### config.mk
export PLATFORM = sky130hd
export DESIGN_NAME = ccpc_top
export DESIGN_NICKNAME = d
export VERILOG_FILES = /design/src/rtl/ccpc_pkg.sv /design/src/rtl/ccpc_preset_sel.sv /design/src/rtl/ccpc_phase_regs.sv /design/src/rtl/ccpc_wake_flag.sv /design/src/rtl/ccpc_top.sv
export SDC_FILE = /design/constraint.sdc
export NUM_CORES = 1
export LEC_CHECK = 0
export BUFFER_PORTS_ARGS = -buffer_cell sky130_fd_sc_hd__clkbuf_2
export CAP_MARGIN = 20
export CORE_UTILIZATION = 38
export CTS_CLUSTER_SIZE = 40
export DETAILED_ROUTE_END_ITERATION = 10
export PLACE_DENSITY = 0.84
export SYNTH_ARGS = -nofsm -noshare
export SYNTH_HDL_FRONTEND = slang
export SYNTH_SLANG_ARGS = --single-unit
### constraint.sdc
create_clock -name clk -period 3.85 [get_ports clk]
set_clock_uncertainty 0.2 [all_clocks]
set_input_delay 0.385 -clock clk [delete_from_list [all_inputs] [get_ports clk]]
set_output_delay 0.385 -clock clk [all_outputs]
set_load 0.02 [all_outputs]
### src/rtl/ccpc_pkg.sv
package ccpc_pkg;
  localparam int FLD_W    = 3;
  localparam int DATA_W   = 32;
  localparam int SMP_LSB  = 0;
  localparam int DRV_LSB  = 16;
  localparam int DIV_LSB  = 24;
  localparam int WAKE_BIT = 11;
  localparam int IEN_BIT  = 12;

  typedef struct packed {
    logic [FLD_W-1:0] smp;
    logic [FLD_W-1:0] drv;
    logic [FLD_W-1:0] div;
  } phase_set_t;
endpackage

### src/rtl/ccpc_preset_sel.sv
module ccpc_preset_sel
  import ccpc_pkg::*;
#(
  parameter int         MODE_W     = 2,
  parameter logic [1:0] DDR_MODE   = 2'd2,
  parameter phase_set_t SDR_PRESET = phase_set_t'({3'd2, 3'd0, 3'd1}),
  parameter phase_set_t DDR_PRESET = phase_set_t'({3'd5, 3'd3, 3'd3})
) (
  input  logic [MODE_W-1:0] mode,
  output phase_set_t        preset
);
  always_comb begin
    if (mode == MODE_W'(DDR_MODE)) preset = DDR_PRESET;
    else                           preset = SDR_PRESET;
  end
endmodule

### src/rtl/ccpc_phase_regs.sv
module ccpc_phase_regs
  import ccpc_pkg::*;
#(
  parameter int         MODE_W    = 2,
  parameter phase_set_t RST_FIELDS = phase_set_t'({3'd2, 3'd0, 3'd1})
) (
  input  logic              clk,
  input  logic              rst_n,
  input  logic [MODE_W-1:0] mode,
  input  phase_set_t        preset,
  input  logic              wr_hit,
  input  phase_set_t        wr_fields,
  input  logic              wr_ien,
  output phase_set_t        fields,
  output logic              ien
);
  logic [MODE_W-1:0] applied_mode;
  logic              load;

  assign load = (mode != applied_mode);

  always_ff @(posedge clk or negedge rst_n) begin
    if (!rst_n) begin
      fields       <= RST_FIELDS;
      applied_mode <= '0;
      ien          <= 1'b0;
    end else begin
      if (load) begin
        fields       <= preset;
        applied_mode <= mode;
      end else if (wr_hit) begin
        fields <= wr_fields;
      end
      if (wr_hit) ien <= wr_ien;
    end
  end

  AST_PRESET_LOAD: assert property (@(posedge clk) disable iff (!rst_n)
    load |=> (fields == $past(preset)));

  AST_FIELDS_HOLD: assert property (@(posedge clk) disable iff (!rst_n)
    (!load && !wr_hit) |=> $stable(fields));

  AST_IEN_HOLD: assert property (@(posedge clk) disable iff (!rst_n)
    !wr_hit |=> $stable(ien));
endmodule

### src/rtl/ccpc_wake_flag.sv
module ccpc_wake_flag (
  input  logic clk,
  input  logic rst_n,
  input  logic evt,
  input  logic clr,
  output logic flag
);
  always_ff @(posedge clk or negedge rst_n) begin
    if (!rst_n)   flag <= 1'b0;
    else if (evt) flag <= 1'b1;
    else if (clr) flag <= 1'b0;
  end

  AST_WAKE_SET: assert property (@(posedge clk) disable iff (!rst_n)
    evt |=> flag);

  AST_WAKE_CLEAR: assert property (@(posedge clk) disable iff (!rst_n)
    (clr && !evt) |=> !flag);

  AST_WAKE_KEEP: assert property (@(posedge clk) disable iff (!rst_n)
    (!clr && !evt) |=> $stable(flag));
endmodule

### src/rtl/ccpc_top.sv
module ccpc_top
  import ccpc_pkg::*;
#(
  parameter int         ADDR_W     = 4,
  parameter logic [3:0] REG_ADDR   = 4'd0,
  parameter int         MODE_W     = 2,
  parameter logic [1:0] DDR_MODE   = 2'd2,
  parameter phase_set_t SDR_PRESET = phase_set_t'({3'd2, 3'd0, 3'd1}),
  parameter phase_set_t DDR_PRESET = phase_set_t'({3'd5, 3'd3, 3'd3})
) (
  input  logic              clk,
  input  logic              rst_n,
  input  logic              bus_wr,
  input  logic [ADDR_W-1:0] bus_addr,
  input  logic [31:0]       bus_wdata,
  output logic [31:0]       bus_rdata,
  input  logic [MODE_W-1:0] timing_mode,
  input  logic              wake_evt,
  output logic [2:0]        sample_phase,
  output logic [2:0]        drive_phase,
  output logic [2:0]        clk_div,
  output logic [3:0]        div_ratio,
  output logic              use_hold,
  output logic              wake_irq
);
  localparam int RATIO_W = FLD_W + 1;

  logic       hit;
  logic       wr_hit;
  phase_set_t preset;
  phase_set_t wr_fields;
  phase_set_t fields;
  logic       ien;
  logic       flag;

  assign hit    = (bus_addr == ADDR_W'(REG_ADDR));
  assign wr_hit = bus_wr && hit;

  assign wr_fields.smp = bus_wdata[SMP_LSB +: FLD_W];
  assign wr_fields.drv = bus_wdata[DRV_LSB +: FLD_W];
  assign wr_fields.div = bus_wdata[DIV_LSB +: FLD_W];

  ccpc_preset_sel #(
    .MODE_W(MODE_W), .DDR_MODE(DDR_MODE),
    .SDR_PRESET(SDR_PRESET), .DDR_PRESET(DDR_PRESET)
  ) u_sel (
    .mode(timing_mode), .preset(preset)
  );

  ccpc_phase_regs #(
    .MODE_W(MODE_W), .RST_FIELDS(SDR_PRESET)
  ) u_regs (
    .clk(clk), .rst_n(rst_n), .mode(timing_mode), .preset(preset),
    .wr_hit(wr_hit), .wr_fields(wr_fields), .wr_ien(bus_wdata[IEN_BIT]),
    .fields(fields), .ien(ien)
  );

  ccpc_wake_flag u_wake (
    .clk(clk), .rst_n(rst_n), .evt(wake_evt),
    .clr(wr_hit && bus_wdata[WAKE_BIT]), .flag(flag)
  );

  always_comb begin
    bus_rdata = '0;
    if (hit) begin
      bus_rdata[SMP_LSB +: FLD_W] = fields.smp;
      bus_rdata[DRV_LSB +: FLD_W] = fields.drv;
      bus_rdata[DIV_LSB +: FLD_W] = fields.div;
      bus_rdata[WAKE_BIT]         = flag;
      bus_rdata[IEN_BIT]          = ien;
    end
  end

  assign sample_phase = fields.smp;
  assign drive_phase  = fields.drv;
  assign clk_div      = fields.div;
  assign div_ratio    = RATIO_W'(fields.div) + RATIO_W'(1);
  assign use_hold     = |fields.drv;
  assign wake_irq     = flag && ien;

  AST_IRQ_NEEDS_FLAG: assert property (@(posedge clk) disable iff (!rst_n)
    (wake_irq && !bus_wr) |=> (wake_irq || wake_evt || $past(wake_evt) || flag));

  AST_RATIO_NONZERO: assert property (@(posedge clk) disable iff (!rst_n)
    div_ratio != 4'd0);
endmodule

==> results of run 1 <==
## cells by family (layout without fill, tap and decap cells)
kind of cell    Yosys count  after routing  synth area share [%]
simple gates             32             32                  20.5
buf+inv                  30             54                  21.9
compound gates           21             21                  17.1
flops                    13             13                  35.8
xor+xnor                  3              3                  2.87
fa+ha+maj                 1              1                  1.37
other cells               1             21                 0.410
## power breakdown
part           switching, µW  internal, µW
Combinational           78.3          39.3
Clock                   41.5          40.1
Sequential              10.0           150
## cell usage after synthesis, drive strengths merged, types with 2 or more instances
master / number
buf: 24
and2: 12
dfrtp: 11
nand3: 11
o21ai: 9
a31oi: 5
clkbuf: 4
a21oi: 3
nand2: 3
dfstp: 2
inv: 2
xnor2: 2
## routing by layer
| layer | vias to the layer above | part of all wire [%] | GRT usage (%) | routed length, µm |
|---|---|---|---|---|
| met5 | - | 0 | 0 | 0 |
| met4 | 0 | 1.2 | 5.56 | 22 |
| met3 | 3 | 8.3 | 2.98 | 153 |
| met2 | 47 | 51 | 28.1 | 944 |
| met1 | 389 | 39 | 15.2 | 719 |
| li1 | 391 | - | - | - |
## worst max-delay path: cells and delay by family
family                 cells  cell delay, ns
AND/OR/NAND/NOR            2            0.77
buffers and inverters      2            0.27
## flip-flops by register name (all words and copies together), names as in the netlist
name	flops
u_regs.fields	9
u_regs.applied_mode	2
u_regs.ien	1
u_wake.flag	1
## area by class of cell
| class | count | area [µm²] |
|---|---|---|
| Fill cell | 217 | 1130 |
| Multi-Input combinational cell | 78 | 462 |
| Sequential cell | 13 | 328 |
| Timing Repair Buffer | 48 | 248 |
| Tap cell | 28 | 35.0 |
| Clock buffer | 4 | 26.3 |
| Inverter | 2 | 7.51 |
## how the worst max path moves through the flow
stage                start       endpoint  cells after the start  slack (ns)
6_report       bus_addr[1]  bus_rdata[24]                      4        1.83
5_1_grt        bus_addr[1]  bus_rdata[24]                      4        1.80
4_1_cts        bus_addr[1]  bus_rdata[24]                      4        1.83
3_5_place_dp   bus_addr[1]  bus_rdata[24]                      4        1.83
3_3_place_gp   bus_addr[1]  bus_rdata[24]                      4        1.84
2_1_floorplan  bus_addr[1]  bus_rdata[24]                      3        1.90
## stage by stage
| step | setup slack, ns | hold slack (ns) | cell area (µm²) | std cells | utilization (%) |
|---|---|---|---|---|---|
| 2_1_floorplan | 1.90 | -0.111 | 990 | 121 | - |
| 3_3_place_gp | 1.84 | 0.0874 | 1070 | 168 | 47.9 |
| 3_5_place_dp | 1.83 | 0.0953 | 1070 | 168 | 47.9 |
| 4_1_cts | 1.83 | 0.0567 | 1110 | 173 | 49.5 |
| 5_1_grt | 1.80 | 0.0533 | 1110 | 173 | 49.5 |
| 6_report | 1.83 | 0.0632 | 1110 | 173 | 49.5 |
==> run_results.csv, run 1 <==
group,metric,value,unit
status,run_status,"finished, final reports clean",
timing,finalCriticalPeriod,2.02,ns
floorplan,dieHeight,51.1,µm
drt,ant_nets,0,
placement,place_congestion,0.679,
floorplan,core_area,2230,µm²
finish,drive_gt1_share,43.4,%
clock_tree,worstSkewPairLatency,0.27,ns
drt,drt_wl_total,1.84,mm
timing,rsz0062_at_grt,"false",
worst_setup_path,path_max_fanout,11,
global_route,grt_start_max_net_pins,22,
drt,post_drt_via_cell_ratio,4.80,
power,powerDensity,324,nW/µm²
power,total_power,359,µW
floorplan,io_pins,89,
timing,finalMaxSlewViolations,0,
worst_setup_path,end_kind,"output pin",
logic_synthesis,yosysTopAreaCellShare,30.1,%
placement,hpwl,1.50,mm
worst_setup_path,cp-start-kind,"primary input",
timing,period_share,52.4,%
finish,final_nets,189,
drt,drc,0,
clock_tree,postCtsHoldBufs,1,
logic_synthesis,syn_area,915,µm²
finish,syn_to_final_growth,20.9,%
logic_synthesis,avgSynthCellArea,9.06,µm²
clock_tree,numCtsBuffers,3,
clock_tree,cts_tree,"yes",
worst_setup_path,cp.arrival,1.43,ns
logic_synthesis,yosysTopAreaCell,"dfrtp_1",
drt,vias,830,
clock_tree,clock_path_buffers,2,
floorplan,die_x,51.1,µm
timing,finalHoldViolations,0,
logic_synthesis,ys_ff_latch,13,
logic_synthesis,synth_area_leaders,"dfrtp_1 (30%), buf_4 (17%), and2_1 (8.2%), nand3_1 (6.0%), dfstp_2 (5.7%)",
global_route,antenna_found_initial,0,
finish,diodes,0,
min_path,hold_end,"u_regs.applied_mode[0]",
power,irDropWorstVdd,0.117,mV
logic_synthesis,ys.flop_type,"dfrtp_1",
worst_setup_path,crit_slowest_cell,"or4_4",
timing,setup_viol,0,
logic_synthesis,ys_types,30,
power,leakage,0.000583,µW
clock_tree,post-cts-setup-buffers,0,
floorplan,rows,17,
worst_setup_path,critical-path-max-stage-delay,0.65,ns
global_route,grt_pass1_vias,698,
clock_tree,post_cts.resized_instances,0,
logic_synthesis,synthCells,101,
floorplan,start_util,41.0,%
drt,drtIter0Drc,6,
worst_setup_path,required,3.26,ns
clock_tree,clkSinkCount,13,
worst_setup_path,crit_type,"primary input to output pin",
global_route,grt_pass1_wl,2.86,mm
drt,dr.pass1.iters,4,
placement,numPortBuffers,46,
global_route,grt_use_total,14.6,%
clock_tree,ctsHtreeMaxLevel,1,
timing,fin_setup_tns,0,ns
global_route,grt_overflow,0,
worst_setup_path,r2r-end,"u_regs.fields[1]",
clock_tree,root_buffer,"clkbuf_4",
worst_setup_path,crit_path_cell_trace,"clkbuf_2, or4_4, nor2_1, clkbuf_2",
job,maxCapViolCount,0,
clock_tree,clk_pin_slew,0.07,ns
min_path,worst_hold_path_type,"primary input to register",
worst_setup_path,timing.reg2reg.worst_path_depth,3,
finish,final_common_cell,"clkbuf_2",
logic_synthesis,synth_edf_count,0,
drt,wl_per_cell,10.6,µm
logic_synthesis,ys_async_sr_fraction,100,%
worst_setup_path,r2r_start,"u_regs.applied_mode[0]",
worst_setup_path,timing.reg2reg.setup_slack,2.40,ns
logic_synthesis,ys_warn_count,0,
logic_synthesis,yosysSeqAreaShare,35.8,%
min_path,hp-start,"timing_mode[0]",
worst_setup_path,critPathMostFrequentCell,"clkbuf_2",
timing,max_freq,0.496,GHz
min_path,min_path_cells,1,
finish,layout_common_cells,"clkbuf_2 (46), conb_1 (21), and2_1 (12), nand3_1 (11), dfrtp_1 (11)",
floorplan,dieArea,2610,µm²
(Power assumes the default switching activity.)
==> run 2: changes to the inputs <==
--- a/config.mk
+++ b/config.mk
@@ -5,12 +5,13 @@
 export SDC_FILE = /design/constraint.sdc
 export NUM_CORES = 1
 export LEC_CHECK = 0
+export ABC_AREA = 1
 export BUFFER_PORTS_ARGS = -buffer_cell sky130_fd_sc_hd__clkbuf_2
 export CAP_MARGIN = 20
-export CORE_UTILIZATION = 38
+export CORE_UTILIZATION = 34
 export CTS_CLUSTER_SIZE = 40
 export DETAILED_ROUTE_END_ITERATION = 10
-export PLACE_DENSITY = 0.84
+export PLACE_DENSITY = 0.76
 export SYNTH_ARGS = -nofsm -noshare
 export SYNTH_HDL_FRONTEND = slang
 export SYNTH_SLANG_ARGS = --single-unit
==> constraint.sdc (replaced) <==
create_clock -name clk -period 1.7 [get_ports clk]
set_clock_uncertainty 0.2 [all_clocks]
set_input_delay 0.17 -clock clk [delete_from_list [all_inputs] [get_ports clk]]
set_output_delay 0.17 -clock clk [all_outputs]
set_load 0.02 [all_outputs]
==> run 2 against run 1 <==
The flow now finishes with violations (DRC, setup timing); synthesized cell count up 25%; global-route usage decreased by 0.16 points; final area is 23% higher; sequential cell count unchanged.
==> run_results.csv, run 2 <==
group,metric,value,unit
logic_synthesis,yosys-top-cells-count,"nand2_1 (23), buf_4 (21), inv_1 (17)",
worst_setup_path,end_kind,"output pin",
global_route,use_met1,15.2,%
clock_tree,cts_tree,"yes",
worst_setup_path,crit_slowest_cell,"dfstp_2",
job,maxCapViolCount,0,
drt,ant_nets,0,
drt,drtIter0Drc,27,
floorplan,dieArea,3210,µm²
logic_synthesis,yosysTopAreaCellShare,27.1,%
worst_setup_path,crit_type,"register to output pin",
finish,finalNonFillerCells,216,
power,netSwitchingFraction,38.0,%
clock_tree,worstSkewPairLatency,0.28,ns
power,leakage,0.000792,µW
global_route,grt_pass1_vias,837,
finish,drive_gt1_share,42.2,%
global_route,grt_use_total,14.4,%
drt,drc,13,
drt,dr.pass1.iters,8,
clock_tree,clock_path_buffers,2,
logic_synthesis,synthCells,126,
logic_synthesis,ys.flop_type,"dfrtp_1",
drt,vias,905,
timing,finalHoldViolations,0,
logic_synthesis,ys_ff_latch,13,
worst_setup_path,crit_path_cell_trace,"ha_4, xor2_1, buf_4",
clock_tree,clk_pin_slew,0.08,ns
clock_tree,clkSinkCount,13,
timing,max_freq,0.583,GHz
global_route,grt_use_met2,25.7,%
finish,fillers,278,
finish,layout_common_cells,"clkbuf_2 (44), nand2_1 (23), conb_1 (21), inv_1 (17), nor2_1 (12)",
clock_tree,ctsHtreeMaxLevel,1,
power,comb_power_share,34.1,%
timing,layout_setup_ws,-0.0164,ns
worst_setup_path,cp.arrival,1.35,ns
finish,syn_to_final_growth,34.2,%
global_route,grt_pass1_wl,3.49,mm
logic_synthesis,ys_async_sr_fraction,100,%
logic_synthesis,ys_warn_count,0,
finish,seq_area,328,µm²
floorplan,rows,19,
finish,largest_register_ff_count,9,
floorplan,dieHeight,56.7,µm
timing,setup_viol,1,
drt,wl_per_cell,9.73,µm
timing,rsz0062_at_grt,"true",
min_path,min_path_cells,4,
worst_setup_path,timing.reg2reg.worst_path_depth,3,
global_route,grt_start_max_net_pins,14,
worst_setup_path,cp-start-kind,"register",
power,p_seq_share,42.3,%
logic_synthesis,synth_most_common_cell,"nand2_1",
timing,finalCriticalPeriod,1.72,ns
placement,hpwl,1.54,mm
floorplan,die_x,56.7,µm
finish,multi_input_area,533,µm²
logic_synthesis,yosysTopAreaCell,"dfrtp_1",
worst_setup_path,path_max_fanout,4,
worst_setup_path,required,1.33,ns
global_route,grt_overflow,0,
finish,final_nets,229,
clock_tree,numCtsBuffers,3,
logic_synthesis,ys_types,25,
finish,diodes,0,
placement,post-place-ws,0.298,ns
drt,post_drt_via_cell_ratio,4.19,
worst_setup_path,critical-path-max-stage-delay,0.59,ns
finish,regMostFlops,"u_regs.fields",
logic_synthesis,syn_area,1020,µm²
logic_synthesis,synth_edf_count,0,
power,irDropWorstVdd,0.420,mV
timing,finalMaxSlewViolations,0,
power,switching_power,323,µW
logic_synthesis,avgSynthCellArea,8.06,µm²
placement,numPortBuffers,46,
global_route,use_met3,4.38,%
global_route,busiest_layer,"met2",
status,run_status,"complete, but fails checks",
placement,dp.cells,199,
finish,reg.largest.list,"u_regs.fields x9, u_regs.applied_mode x2",
logic_synthesis,synth_area_leaders,"dfrtp_1 (27%), buf_4 (16%), nand3_2 (8.9%), nand2_1 (8.5%), inv_1 (6.3%)",
clock_tree,root_buffer,"clkbuf_4",
power,powerDensity,622,nW/µm²
finish,final_common_cell,"clkbuf_2",
timing,period_share,101,%
floorplan,io_pins,89,
floorplan,start_util,36.2,%
power,power.internal,525,µW
status,failed_checks,"DRC, setup timing",
floorplan,core_area,2810,µm²
power,clkPwrFrac,23.6,%
min_path,worst_hold_path_type,"primary input to register",
placement,place_congestion,0.767,
drt,drt_wl_total,2.10,mm
logic_synthesis,yosysSeqAreaShare,32.3,%
global_route,antenna_found_initial,0,
## run 2: cell count changes after synthesis, moves of 5 or more
cell     previous run  this run
a31oi_1             5         0
and2_1             12         0
inv_1               1        17
nand2_1             3        23
nand3_2             0         9
nor2_1              1        12
## run 2: worst paths after layout
check,slack [ns],start,end
setup / recovery,-0.02,u_regs.fields[0],div_ratio[2]
hold / removal,0.01,bus_wdata[1],u_regs.fields[7]
setup reg to reg,0.32,u_wake.flag,u_wake.flag
hold reg to reg,0.28,u_regs.fields[7],u_regs.fields[7]
max in group asynchronous,0.90,rst_n,u_regs.fields[7]
min in group asynchronous,0.11,rst_n,u_regs.ien
## run 2: power groups by stage
stage	clock network (µW)	registers (µW)	logic [µW]
after global routing	233	362	315
final	200	359	289
after CTS	210	359	285
after global placement	0	364	260
after floorplan	0	382	201
after detailed placement	0	365	264
## run 2: cell type report
class | count | area share, %
multi-input combinational | 90 | 39.1
sequential | 13 | 24.0
inverter | 19 | 5.69
tap | 31 | 2.84
timing repair buffer | 59 | 26.4
clock buffer | 4 | 1.93
## run 2: per-layer routing
layer / part of all wire (%) / vias to the layer above
met5: 0 / -
met2: 52 / 37
met4: 2.0 / 0
met1: 39 / 400
met3: 6.5 / 5
li1: - / 463
## run 2: worst max-delay path, delay by kind of cell, from the launching register on
family	cells	cell delay, ns
fa+ha+maj	1	0.15
flops	1	0.59
buf+inv	1	0.17
xor+xnor	1	0.16
## run 2: timing repair
| action | 4_1_cts | 5_1_grt |
|---|---|---|
| buffers inserted | 1 | 1 |
| cloned | 0 | 0 |
| setup endpoints to repair | 1 | 2 |
| hold endpoints to repair | 22 | 0 |
| hold buffers | 11 | 0 |
| resized for setup | 1 | 6 |
## run 2: through the flow
step / TNS (ns) / hold slack, ns / util (%) / instance area (µm²) / total power (µW)
floorplan: 0 / -0.326 / - / 1090 / 583
global placement: 0 / -0.115 / 42.4 / 1190 / 624
detailed placement: 0 / -0.111 / 42.4 / 1190 / 629
CTS: -0.00733 / 0.00985 / 47.6 / 1340 / 854
global route: -0.0930 / 0.0245 / 48.6 / 1360 / 910
finish: -0.0164 / 0.0128 / 48.6 / 1360 / 848
## run 2: kinds of logic after synthesis
kind of cell | count (synthesis) | share of synthesized area (%)
adders and majority gates | 1 | 1.23
buffers and inverters | 43 | 24.4
DFF | 13 | 32.3
AOI/OAI and AO/OA | 5 | 4.19
xor gates and xnor gates | 1 | 0.862
and+or+nand+nor | 62 | 36.7
other | 1 | 0.369
